File: src/rtl/mm_pkg.sv
package mm_pkg;

    // ordering of the conditioned operands
    typedef struct packed {
        logic lt;
        logic gt;
        logic eq;
    } mm_order_t;

    // position of each control inside the mode field
    localparam int unsigned MODE_W     = 3;
    localparam int unsigned MODE_WORD  = 2;
    localparam int unsigned MODE_SIGN  = 1;
    localparam int unsigned MODE_MAX   = 0;
    localparam int unsigned CR_W       = 4;

endpackage

File: src/rtl/mm_prep.sv
module mm_prep #(
    parameter int unsigned XLEN = 64
) (
    input  logic [XLEN-1:0] val_i,
    input  logic            word_i,
    input  logic            sign_i,
    output logic [XLEN-1:0] key_o
);
    localparam int unsigned HALF = XLEN / 2;

    logic [XLEN-1:0] placed;

    generate
        if (HALF > 0) begin : g_half
            always_comb begin
                if (word_i) placed = {val_i[HALF-1:0], {(XLEN-HALF){1'b0}}};
                else        placed = val_i;
            end
        end else begin : g_nohalf
            always_comb placed = val_i;
        end
    endgenerate

    // flipping the top bit maps signed order onto unsigned order
    always_comb begin
        key_o           = placed;
        key_o[XLEN-1]   = placed[XLEN-1] ^ sign_i;
    end

endmodule

File: src/rtl/mm_order.sv
module mm_order
    import mm_pkg::*;
#(
    parameter int unsigned XLEN = 64
) (
    input  logic [XLEN-1:0] key_a_i,
    input  logic [XLEN-1:0] key_b_i,
    output mm_order_t       ord_o
);
    always_comb begin
        ord_o.lt = key_a_i < key_b_i;
        ord_o.eq = key_a_i == key_b_i;
        ord_o.gt = ~ord_o.lt & ~ord_o.eq;
    end

endmodule

File: src/rtl/mm_pick.sv
module mm_pick
    import mm_pkg::*;
#(
    parameter int unsigned XLEN = 64
) (
    input  logic [XLEN-1:0] src_a_i,
    input  logic [XLEN-1:0] src_b_i,
    input  mm_order_t       ord_i,
    input  logic            max_i,
    output logic [XLEN-1:0] res_o
);
    logic take_a;

    // swapping operands turns the less-than test into greater-than
    always_comb begin
        take_a = max_i ? ord_i.gt : ord_i.lt;
        res_o  = take_a ? src_a_i : src_b_i;
    end

endmodule

File: src/rtl/minmax_unit.sv
module minmax_unit
    import mm_pkg::*;
#(
    parameter int unsigned XLEN = 64
) (
    input  logic              clk,
    input  logic              rst_n,
    input  logic [XLEN-1:0]   opa_i,
    input  logic [XLEN-1:0]   opb_i,
    input  logic              ra_zero_i,
    input  logic [MODE_W-1:0] mode_i,
    input  logic              rec_i,
    input  logic              so_i,
    output logic [XLEN-1:0]   res_o,
    output logic [CR_W-1:0]   cr_o,
    output logic              cr_we_o
);
    typedef struct packed {
        logic [XLEN-1:0] res;
        logic [CR_W-1:0] cr;
        logic            we;
    } mm_state_t;

    mm_state_t       st_d, st_q;
    logic [XLEN-1:0] src_a;
    logic [XLEN-1:0] key_a, key_b;
    logic [XLEN-1:0] pick_res;
    mm_order_t       ord;

    assign src_a = ra_zero_i ? '0 : opa_i;

    mm_prep #(.XLEN(XLEN)) prep_a_i (
        .val_i  (src_a),
        .word_i (mode_i[MODE_WORD]),
        .sign_i (mode_i[MODE_SIGN]),
        .key_o  (key_a)
    );

    mm_prep #(.XLEN(XLEN)) prep_b_i (
        .val_i  (opb_i),
        .word_i (mode_i[MODE_WORD]),
        .sign_i (mode_i[MODE_SIGN]),
        .key_o  (key_b)
    );

    mm_order #(.XLEN(XLEN)) order_i (
        .key_a_i (key_a),
        .key_b_i (key_b),
        .ord_o   (ord)
    );

    mm_pick #(.XLEN(XLEN)) pick_i (
        .src_a_i (src_a),
        .src_b_i (opb_i),
        .ord_i   (ord),
        .max_i   (mode_i[MODE_MAX]),
        .res_o   (pick_res)
    );

    always_comb begin
        st_d     = st_q;
        st_d.res = pick_res;
        st_d.we  = rec_i;
        st_d.cr  = rec_i ? {ord.lt, ord.gt, ord.eq, so_i} : '0;
    end

    always_ff @(posedge clk) begin
        if (!rst_n) st_q <= '0;
        else        st_q <= st_d;
    end

    assign res_o   = st_q.res;
    assign cr_o    = st_q.cr;
    assign cr_we_o = st_q.we;

endmodule

File: config.mk
export PLATFORM = sky130hd
export DESIGN_NAME = minmax_unit
export DESIGN_NICKNAME = d
export VERILOG_FILES = /design/src/rtl/mm_pkg.sv /design/src/rtl/mm_prep.sv /design/src/rtl/mm_order.sv /design/src/rtl/mm_pick.sv /design/src/rtl/minmax_unit.sv
export SDC_FILE = /design/constraint.sdc
export NUM_CORES = 1
export LEC_CHECK = 0
export BUFFER_PORTS_ARGS = -buffer_cell sky130_fd_sc_hd__buf_2
export CORE_ASPECT_RATIO = 1.2
export CORE_MARGIN = 2
export CORE_UTILIZATION = 32
export CTS_CLUSTER_SIZE = 10
export DETAILED_ROUTE_END_ITERATION = 16
export PLACE_DENSITY = 0.53
export SYNTH_ARGS = -nofsm -noshare
export SYNTH_HDL_FRONTEND = slang
export SYNTH_SLANG_ARGS = --single-unit
File: constraint.sdc
create_clock -name clk -period 8.95 [get_ports clk]
set_input_delay 0.895 -clock clk [delete_from_list [all_inputs] [get_ports clk]]
set_output_delay 0.895 -clock clk [all_outputs]
set_load 0.005 [all_outputs]
# --- Yosys cells after proc, flatten, opt, wreduce, memory -nomap -nowiden ---
# Index checks and enable logic that the tools add are counted.
word_totals:
  register_bits: 69
  inputBits: 136
  out_inout_bits: 69
  word_cells: 16
op_classes:
  n_lt_le_gt_ge: 1
  n_eq_ne: 1
  muxes: 5
  n_bitwise: 5
  n_reduce_logical: 1
ops:
  columns: ["operator", "n"]
  rows:
  - ["$mux W64", 4]
  - ["$eq A64 B64 Y1", 1]
  - ["$lt A64 B64 Y1", 1]
  - ["$not A1 Y1", 2]
  - ["$reduce_and A2 Y1", 1]
  - ["$xor A1 B1 Y1", 2]
  - ["$and A1 B1 Y1", 1]
  - ["$mux W1", 1]

# --- Depth between registers and ports, before layout ---
# Gate-level depths: netlist (run 1).
depth:
  word_depth: 8
  depth_mapped: 16
  mapped_depth_nobuf: 12

# --- By module ---
# A second synthesis (run 1) with hierarchy kept.
hier_totals:
  hier_cells: 664
  area_unflattened_um2: 6269.8
modules_own_cells:
  columns: ["module", "n_inst", "cells_each", "area_each_um2", "seq_area_each_um2"]
  rows:
  - ["minmax_unit", 1, 216, 2319.7, 1381.3]
  - ["mm_order", 1, 233, 1637.8, 0.0]
  - ["mm_prep", 2, 72, 754.5, 0.0]
  - ["mm_pick", 1, 71, 803.3, 0.0]

# --- Least setup slack after synthesis (run 1) ---
# No wires, ideal clock.
synth_path:
  path_type: "input-to-reg"
  startpoint: "in mode_i[2]"
  endpoint: "reg st_q, in the netlist res_o[0]"
  setup_ns: 0.118
  arrival_time_ns: 4.279
  t_required_ns: 8.832
  slack_ns: 4.553
  path_stages: 15
  n_path_buf: 5
  path_cell_list: "clkbuf_1 > buf_1 > buf_1 > mux2i_1 > nor2_1 > ha_1 > nand4_1 > nor3_1 > nand4_1 > or4_4 > o211ai_2 > mux2_4 > buf_12 > buf_12 > mux2i_1"
synth_between:
  elab_chain_cells: 7
  word_cells_on_any_way: 11
  classes_between: "order compare: 1; eq/ne: 1; mux: 4; bitwise: 5"
synth_lines:
  columns: ["item", "line", "text"]
  rows:
  - ["start, declared", "minmax_unit.sv:11", "input logic [MODE_W-1:0] mode_i,"]
  - ["$mux W64", "mm_prep.sv:16", "if (word_i) placed = {val_i[HALF-1:0], {(XLEN-HALF){1'b0}}};"]
  - ["$xor A1 B1 Y1", "mm_prep.sv:27", "key_o[XLEN-1] = placed[XLEN-1] ^ sign_i;"]
  - ["$lt A64 B64 Y1 or $eq A64 B64 Y1 (tied branches)", "mm_order.sv:11, mm_order.sv:12", null]
  - ["$not A1 Y1", "mm_order.sv:13", "ord_o.gt = ~ord_o.lt & ~ord_o.eq;"]
  - ["$and A1 B1 Y1", "mm_order.sv:13", null]
  - ["$mux W1 *", "mm_pick.sv:16", "take_a = max_i ? ord_i.gt : ord_i.lt;"]
  - ["$mux W64 *", "mm_pick.sv:17", "res_o = take_a ? src_a_i : src_b_i;"]
  - ["end signal, assigned", "minmax_unit.sv:69", "else st_q <= st_d;"]
  - ["end, declared", "minmax_unit.sv:24", "mm_state_t st_d, st_q;"]
# Every way passes the cells marked *; elsewhere a longest branch is shown, timed or not.
# A chain may end at the register's enable or synchronous reset.

# --- Final worst setup path (run 1) ---
layout_path:
  startpoint: "in mode_i[2]"
  endpoint: "reg st_q, in the netlist res_o[8]"
# Same word-level chain as after synthesis.

==> results of run 1 <==
kinds of logic after synthesis:
group / synth area share, %
adders and majority gates: 13.9
buffers and inverters: 6.77
AOI/OAI and AO/OA: 4.70
muxes: 22.6
DFF: 24.0
and+or+nand+nor: 27.7
xor gates and xnor gates: 0.305
how the worst max path moves through the flow:
stage / startpoint / endpoint / slack (ns) / cells past startpoint
3_3_place_gp: mode_i[2] / res_o[38] / 3.34 / 14
5_1_grt: mode_i[2] / res_o[38] / 3.18 / 14
6_report: mode_i[2] / res_o[8] / 3.60 / 14
3_5_place_dp: mode_i[2] / res_o[33] / 3.17 / 14
4_1_cts: mode_i[2] / res_o[33] / 3.53 / 14
2_1_floorplan: mode_i[2] / res_o[0] / 4.55 / 15
state kept, by name, indices dropped and copies added, names as in the netlist:
register  count
cr_we_o       1
cr_o          4
res_o        64
layout make-up:
cell class                      count  area (sq um)
Fill cell                        1796         10500
Multi-Input combinational cell    528          3980
Sequential cell                    69          1380
Timing Repair Buffer              208          1060
Tap cell                          220           275
Clock buffer                        9           225
Clock inverter                      7           114
Inverter                            2          7.51
per-layer routing:
metal | vias up | GRT usage (%) | part of all wire (%)
met4 | 0 | 4.29 | 1.0
li1 | 2626 | - | -
met1 | 2271 | 21.1 | 46
met5 | - | 0 | 0
met2 | 138 | 28.1 | 47
met3 | 13 | 4.24 | 5.9
power breakdown:
part / internal (mW) / total, mW / switching (mW)
clock: 0.271 / 0.417 / 0.145
sequential: 0.336 / 0.343 / 0.00709
combinational: 0.131 / 0.279 / 0.148
total: 0.738 / 1.04 / 0.300
layout by cell type, fill, tap and decap left out, drive strengths merged, types with 2 or more instances in the layout:
master	netlist	final
o211ai	2	2
nand2b	32	32
nand3b	62	62
and3	2	2
ha	64	64
a211oi	2	2
a21o	2	2
bufinv	0	3
and4	2	2
clkinv	0	4
buf	17	208
nand3	8	8
o21ai	9	9
nor2	41	41
a221oi	2	2
nand4	15	15
a21oi	23	23
or4	3	3
nor3	4	4
nor2b	3	3
inv	2	2
nor4	2	2
dfxtp	69	69
and2	31	31
xor2	2	2
clkbuf	20	9
nand2	83	83
mux2i	128	128
==> impl_metrics.ini, run 1 <==
[run_status]
status = complete, no violations

[critical_path]
cp_slowest_stage_delay_ns = 0.72
cp_num_buf_inv = 3
worstPathRequired_ns = 9.21
worstSetupEndpointType = flip-flop
path_cells = buf_4 -> buf_4 -> mux2i_1 -> nor2_1 -> xor2_1 -> ha_1 -> nand4_1 -> nor3_2 -> nand4_1 -> or4_4 -> o211ai_2 -> mux2_4 -> buf_4 -> mux2i_1
arrival_ns = 5.62
critical_path.top_delay_family = buffers and inverters
critical_path_class = in -> reg
cp-start-kind = primary input
path_max_fanout = 53
cpMostUsedCell = buf_4
crit_slowest_cell = buf_4

[routing]
wire_per_inst_um = 15.3
drtAntennaViolNets = 0
viasPerCell = 4.84
drcViolationCount = 0
dr_total_vias = 5048
drtIter0Drc = 122
first_pass_iters = 4
wirelength_mm = 16.0

[floorplan]
die_y_um = 151
die_x_um = 126
ios = 205
start_util_pct = 32.7
num_rows = 53
die-area_sq_um = 19000
core-area_sq_um = 17600

[timing]
layout_min_cycle_time_ns = 5.35
finalSetupViolations = 0
finalCritPeriodShare_pct = 59.8
rsz0062_at_grt = false
tns_ns = 0
slew_headroom_pct = 25.8
worst_slack_ns = 3.60
finalHoldViolations = 0
drv_slew = 0
fmax_mhz = 187
worst_pin_slew_ns = 1.11
holdWs_ns = 0.785

[synthesis]
synthTopCellsByCount = mux2i_1, nand2_1, dfxtp_1
synth_enable_flop_cells = 0
synth.area.top_cells = dfxtp_1, mux2i_1, ha_1
synth_most_common_cell = mux2i_1
mappedNetlistArea_sq_um = 5750
synth_cells = 644
synthDistinctLibCells = 44
synth_top_cell_area_share_pct = 24.0
ys_warn_count = 0
seq_area_frac_synth_pct = 24.0
synth_top_cell_by_area = dfxtp_1
syn_area_per_cell_sq_um = 8.92
syn_nets = 844
synthArstFlopShare_pct = 0
ys_seq_elements = 69
synth_ff_type = dfxtp_1

[clock_network]
cts_setup_buffers = 0
cts_sinks = 69
postCtsHoldBufs = 0
cts.path.max_buffers = 2
numCtsBuffers = 9
clk_pin_slew_ns = 0.06
post_cts_resize_count = 0
tritoncts = built
root_buffer = clkbuf_16
htreeDepth = 3

[grt]
grt_max_degree = 95
grt_use_total_pct = 16.6
antenna_found_initial = 1
grt_pass1_wl_mm = 25.3
gr-total-overflow = 0
grt_pass1_vias = 4964

[finish]
fin_cells = 1043
diodes = 0
finish.utilization_pct = 40.0
syn_to_final_growth_pct = 22.5
drive_gt1_share_pct = 28.4
nNetsFinal = 1018
final_area_sq_um = 7040

[placement]
dp_slack_ns = 3.17
dp_hpwl_mm = 11.9
port-buffer-count = 204
gp_congestion = 0.755
dp.cells = 1027
dpl_cell_area_sq_um = 6700

[worst_hold_path]
hold_end = cr_o[0]
hp-class = in -> reg
worstHoldStart = so_i
worstHoldPathCells = 2

[flow_run]
drv_cap = 0

[power_and_ir_drop]
p_leak_nw = 3.61
total_power_mw = 1.04
ir_drop_uv = 80.6
power_density_nw_per_um2 = 148
Note: power is estimated with default switching activity, not from simulation.
==> run 2, diff against run 1 <==
==> constraint.sdc (replaced) <==
create_clock -name clk -period 5.4 [get_ports clk]
set_input_delay 0.54 -clock clk [delete_from_list [all_inputs] [get_ports clk]]
set_output_delay 0.54 -clock clk [all_outputs]
set_load 0.005 [all_outputs]
==> run 2 against run 1 <==
Compared with the run above: non-clock buffer count grew 7; via count grew 2.2%; die area is the same; routed wire length grew 0.31%; sequential cell count is the same; sequential share of layout area shrank 0.15 points; total power grew 63%; worst setup slack lost 2.4 ns; final area grew 0.78%; clock-buffer cell count grew 3; first-iteration DRC count grew 8.2%; core utilization grew 0.31 points; critical endpoint is now res_o[55].
==> impl_metrics.ini, run 2 (synthesis results as in run 1) <==
[finish]
final_area_sq_um = 7090
mostFrequentLayoutCell = buf_2
nNetsFinal = 1025
drive_gt1_share_pct = 28.9
final_cell_mix = buf_2, mux2i_1, nand2_1
n_fill_cell = 1799
largest_register_ffs = 64
syn_to_final_growth_pct = 23.4
finish.utilization_pct = 40.4

[critical_path]
path_cells = buf_4 -> buf_4 -> mux2i_1 -> nor2_1 -> ha_1 -> nand4_1 -> nor3_1 -> nand4_1 -> or4_4 -> o211ai_2 -> mux2_4 -> buf_4 -> mux2i_1
cp-start-kind = primary input
critical_path.top_delay_family = buffers and inverters
worstSetupEndpointType = flip-flop
arrival_ns = 4.52
critical_path_class = in -> reg
cp_slowest_stage_delay_ns = 0.70
worstPathRequired_ns = 5.67
cp_num_buf_inv = 3
crit_slowest_cell = mux2_4
path_max_fanout = 51
cpMostUsedCell = buf_4

[floorplan]
die_x_um = 126
die_y_um = 151
num_rows = 53
ios = 205
core-area_sq_um = 17600
start_util_pct = 32.7
die-area_sq_um = 19000

[placement]
port-buffer-count = 204
dp_hpwl_mm = 12.5
gp_congestion = 0.780
dpl_cell_area_sq_um = 6760

[grt]
grt_use_total_pct = 16.9
grt_pass1_vias = 5151
antenna_found_initial = 3
grt_pass1_wl_mm = 25.4
gr-total-overflow = 0
grt_max_degree = 89

[timing]
drv_slew = 0
fmax_mhz = 236
finalSetupViolations = 0
layout_min_cycle_time_ns = 4.24
finalHoldViolations = 0
worst_pin_slew_ns = 0.826
tns_ns = 0
rsz0062_at_grt = false
slew_headroom_pct = 44.9
finalCritPeriodShare_pct = 78.6

[routing]
drcViolationCount = 0
dr_total_vias = 5157
drtIter0Drc = 132
first_pass_iters = 4
wire_per_inst_um = 15.3
drtAntennaViolNets = 0
wirelength_mm = 16.1
viasPerCell = 4.91

[clock_network]
post_cts_resize_count = 0
root_buffer = clkbuf_16
cts.path.max_buffers = 2
numCtsBuffers = 9
htreeDepth = 3
postCtsHoldBufs = 0
cts_sinks = 69
cts_setup_buffers = 0
tritoncts = built
clk_pin_slew_ns = 0.06

[flow_run]
drv_cap = 0

[run_status]
status = complete, no violations

[power_and_ir_drop]
total_power_mw = 1.69
power_density_nw_per_um2 = 239
ir_drop_uv = 134
p_leak_nw = 3.65

[worst_hold_path]
hp-class = in -> reg
run 2: path summary, 6_finish.rpt:
kind                    end  startpoint  cells after the start  slack (ns)
setup / recovery  res_o[55]   mode_i[2]                     13        1.16
hold / removal      cr_o[0]        so_i                      2        0.43
run 2: metrics by stage:
stage	setup WS, ns	cells	hold slack, ns
final	1.16	1051	0.434
after global placement	0.743	1034	0.787
after CTS	1.06	1050	0.416
after detailed placement	0.701	1034	0.788
after floorplan	1.36	644	0.679
after global routing	0.737	1051	0.426
run 2: layout make-up:
type                            instances  area (sq um)  area share (%)
Multi-Input combinational cell        528          3980            56.1
Antenna cell                            1          2.50          0.0353
Clock inverter                          4          70.1           0.988
Inverter                                2          7.51           0.106
Timing Repair Buffer                  215          1120            15.8
Clock buffer                           12           256            3.62
Tap cell                              220           275            3.88
Sequential cell                        69          1380            19.5
run 2: routing by layer:
metal  track usage [%]  vias to the layer above  part of all wire [%]
met5                 0                        -                     0
met4              7.03                        0                   2.3
met3              4.10                       21                   6.2
met2              29.1                      149                    48
met1              20.2                     2343                    44
li1                  -                     2644                     -
run 2: power by group:
part	switching [mW]	internal, mW	leakage [nW]
Combinational	0.245	0.220	2.91
Clock	0.232	0.428	0.163
Sequential	0.0107	0.557	0.571
==> run 3, diff against run 2 <==
--- a/config.mk
+++ b/config.mk
@@ -11,7 +11,7 @@
 export CORE_UTILIZATION = 32
 export CTS_CLUSTER_SIZE = 10
 export DETAILED_ROUTE_END_ITERATION = 16
-export PLACE_DENSITY = 0.53
+export PLACE_DENSITY = 0.55
 export SYNTH_ARGS = -nofsm -noshare
 export SYNTH_HDL_FRONTEND = slang
 export SYNTH_SLANG_ARGS = --single-unit
==> constraint.sdc (replaced) <==
create_clock -name clk -period 3.68 [get_ports clk]
set_input_delay 0.368 -clock clk [delete_from_list [all_inputs] [get_ports clk]]
set_output_delay 0.368 -clock clk [all_outputs]
set_load 0.005 [all_outputs]
==> run 3 against run 2 <==
Compared with the run above: sequential cell count unchanged; worst hold slack got worse by 0.17 ns; final area increased by 1.8%; sequential share of layout area decreased by 0.35 points; clock power increased by 53%; via count increased by 0.17%; critical path type unchanged; largest power group unchanged.
==> impl_metrics.ini, run 3 (synthesis results as in run 1) <==
[run_status]
status = complete, no violations

[critical_path]
cp_num_buf_inv = 4
critical_path_class = in -> reg
critical_path.top_delay_family = simple AND/OR/NAND/NOR gates
cp-start-kind = primary input
path_cells = buf_4 -> buf_12 -> mux2i_1 -> nor2_1 -> ha_1 -> nand4_1 -> nor3_1 -> buf_4 -> nand4_1 -> or4_4 -> o211ai_2 -> mux2_4 -> buf_12 -> mux2i_1
arrival_ns = 3.48
path_max_fanout = 52
worstPathRequired_ns = 3.90
worstSetupEndpointType = flip-flop
cp_slowest_stage_delay_ns = 0.45
crit_slowest_cell = or4_4

[routing]
first_pass_iters = 4
viasPerCell = 4.90
wire_per_inst_um = 15.3
drtIter0Drc = 173
drcViolationCount = 0
wirelength_mm = 16.1
drtAntennaViolNets = 0
dr_total_vias = 5166

[grt]
gr-total-overflow = 0
antenna_found_initial = 1
grt_pass1_wl_mm = 25.4
grt_pass1_vias = 5043
grt_max_degree = 64
grt_use_total_pct = 16.8

[floorplan]
die_y_um = 151
core-area_sq_um = 17600
start_util_pct = 32.7
ios = 205
num_rows = 53
die_x_um = 126
die-area_sq_um = 19000

[worst_hold_path]
worstHoldPathCells = 2
hp-class = in -> reg
worstHoldStart = so_i
hold_end = cr_o[0]

[timing]
finalCritPeriodShare_pct = 88.7
worst_pin_slew_ns = 0.628
layout_min_cycle_time_ns = 3.26
slew_headroom_pct = 58.2
tns_ns = 0
worst_slack_ns = 0.417
rsz0062_at_grt = false
finalSetupViolations = 0
fmax_mhz = 306
finalHoldViolations = 0
drv_slew = 0

[power_and_ir_drop]
p_leak_nw = 3.70
total_power_mw = 2.55
p_switching_mw = 0.732
power_frac_seq_pct = 32.7
p_int_mw = 1.82
power_density_nw_per_um2 = 354
sw_frac_of_total_pct = 28.7
clkPwrFrac_pct = 39.4
ir_drop_uv = 215
combPwrFrac_pct = 27.9

[placement]
dp_slack_ns = -0.0252
gp_congestion = 0.755
dp.cells = 1038
port-buffer-count = 204
dp_hpwl_mm = 12.7

[clock_network]
tritoncts = built
cts.path.max_buffers = 2
numCtsBuffers = 9
cts_sinks = 69
postCtsHoldBufs = 0
htreeDepth = 3
clk_pin_slew_ns = 0.06
post_cts_resize_count = 0
root_buffer = clkbuf_16
cts_setup_buffers = 0

[flow_run]
drv_cap = 0

[finish]
drive_gt1_share_pct = 29.4
mostFrequentLayoutCell = buf_2
nNetsFinal = 1029
largest_register_ffs = 64
n_fill_cell = 1819
syn_to_final_growth_pct = 25.7
final_cell_mix = buf_2, mux2i_1, nand2_1
fin_cells = 1055
## run 3: cell count changes in the layout (fill, tap and decap cells not counted), sizes merged
cell and delta:
buf +4, bufinv +1, clkinv +2, clkbuf -3
## run 3: cell type report
type | count | area (sq um) | area share [%]
Timing Repair Buffer | 219 | 1240 | 17.2
Clock inverter | 7 | 114 | 1.58
Inverter | 2 | 7.51 | 0.104
Sequential cell | 69 | 1380 | 19.1
Tap cell | 220 | 275 | 3.81
Antenna cell | 1 | 2.50 | 0.0347
Clock buffer | 9 | 225 | 3.12
Multi-Input combinational cell | 528 | 3980 | 55.1
## run 3: through the flow
stage | utilization, % | area (sq um) | hold WS, ns
floorplan | - | 5750 | 0.507
global placement | 39.2 | 6880 | 0.612
detailed placement | 39.2 | 6880 | 0.611
CTS | 41.1 | 7220 | 0.249
global route | 41.1 | 7220 | 0.263
finish | 41.1 | 7220 | 0.263
## run 3: worst max path at each step
| stage | start | endpoint | slack [ns] | cells past startpoint |
|---|---|---|---|---|
| 2_1_floorplan | mode_i[2] | res_o[0] | 0.08 | 14 |
| 3_3_place_gp | mode_i[2] | res_o[42] | -0.002 | 14 |
| 3_5_place_dp | mode_i[2] | res_o[42] | -0.03 | 14 |
| 4_1_cts | mode_i[2] | res_o[42] | 0.33 | 14 |
| 5_1_grt | mode_i[2] | res_o[10] | 0.24 | 13 |
| 6_report | mode_i[2] | res_o[42] | 0.42 | 14 |
## run 3: power by group through the flow
stage / logic (mW) / registers (mW) / clock network (mW)
after floorplan: 0.466 / 0.861 / 0
after global placement: 0.721 / 0.855 / 0
after detailed placement: 0.725 / 0.853 / 0
after CTS: 0.727 / 0.837 / 1.03
after global routing: 0.799 / 0.843 / 1.07
final: 0.712 / 0.836 / 1.01
## run 3: per-layer routing
metal  vias to the layer above  global-route usage [%]  wire, um
li1                       2647                       -         -
met1                      2383                    20.4      6940
met2                       125                    29.5      8050
met3                        11                    4.20       936
met4                         0                    4.78       191
met5                         -                       0         0
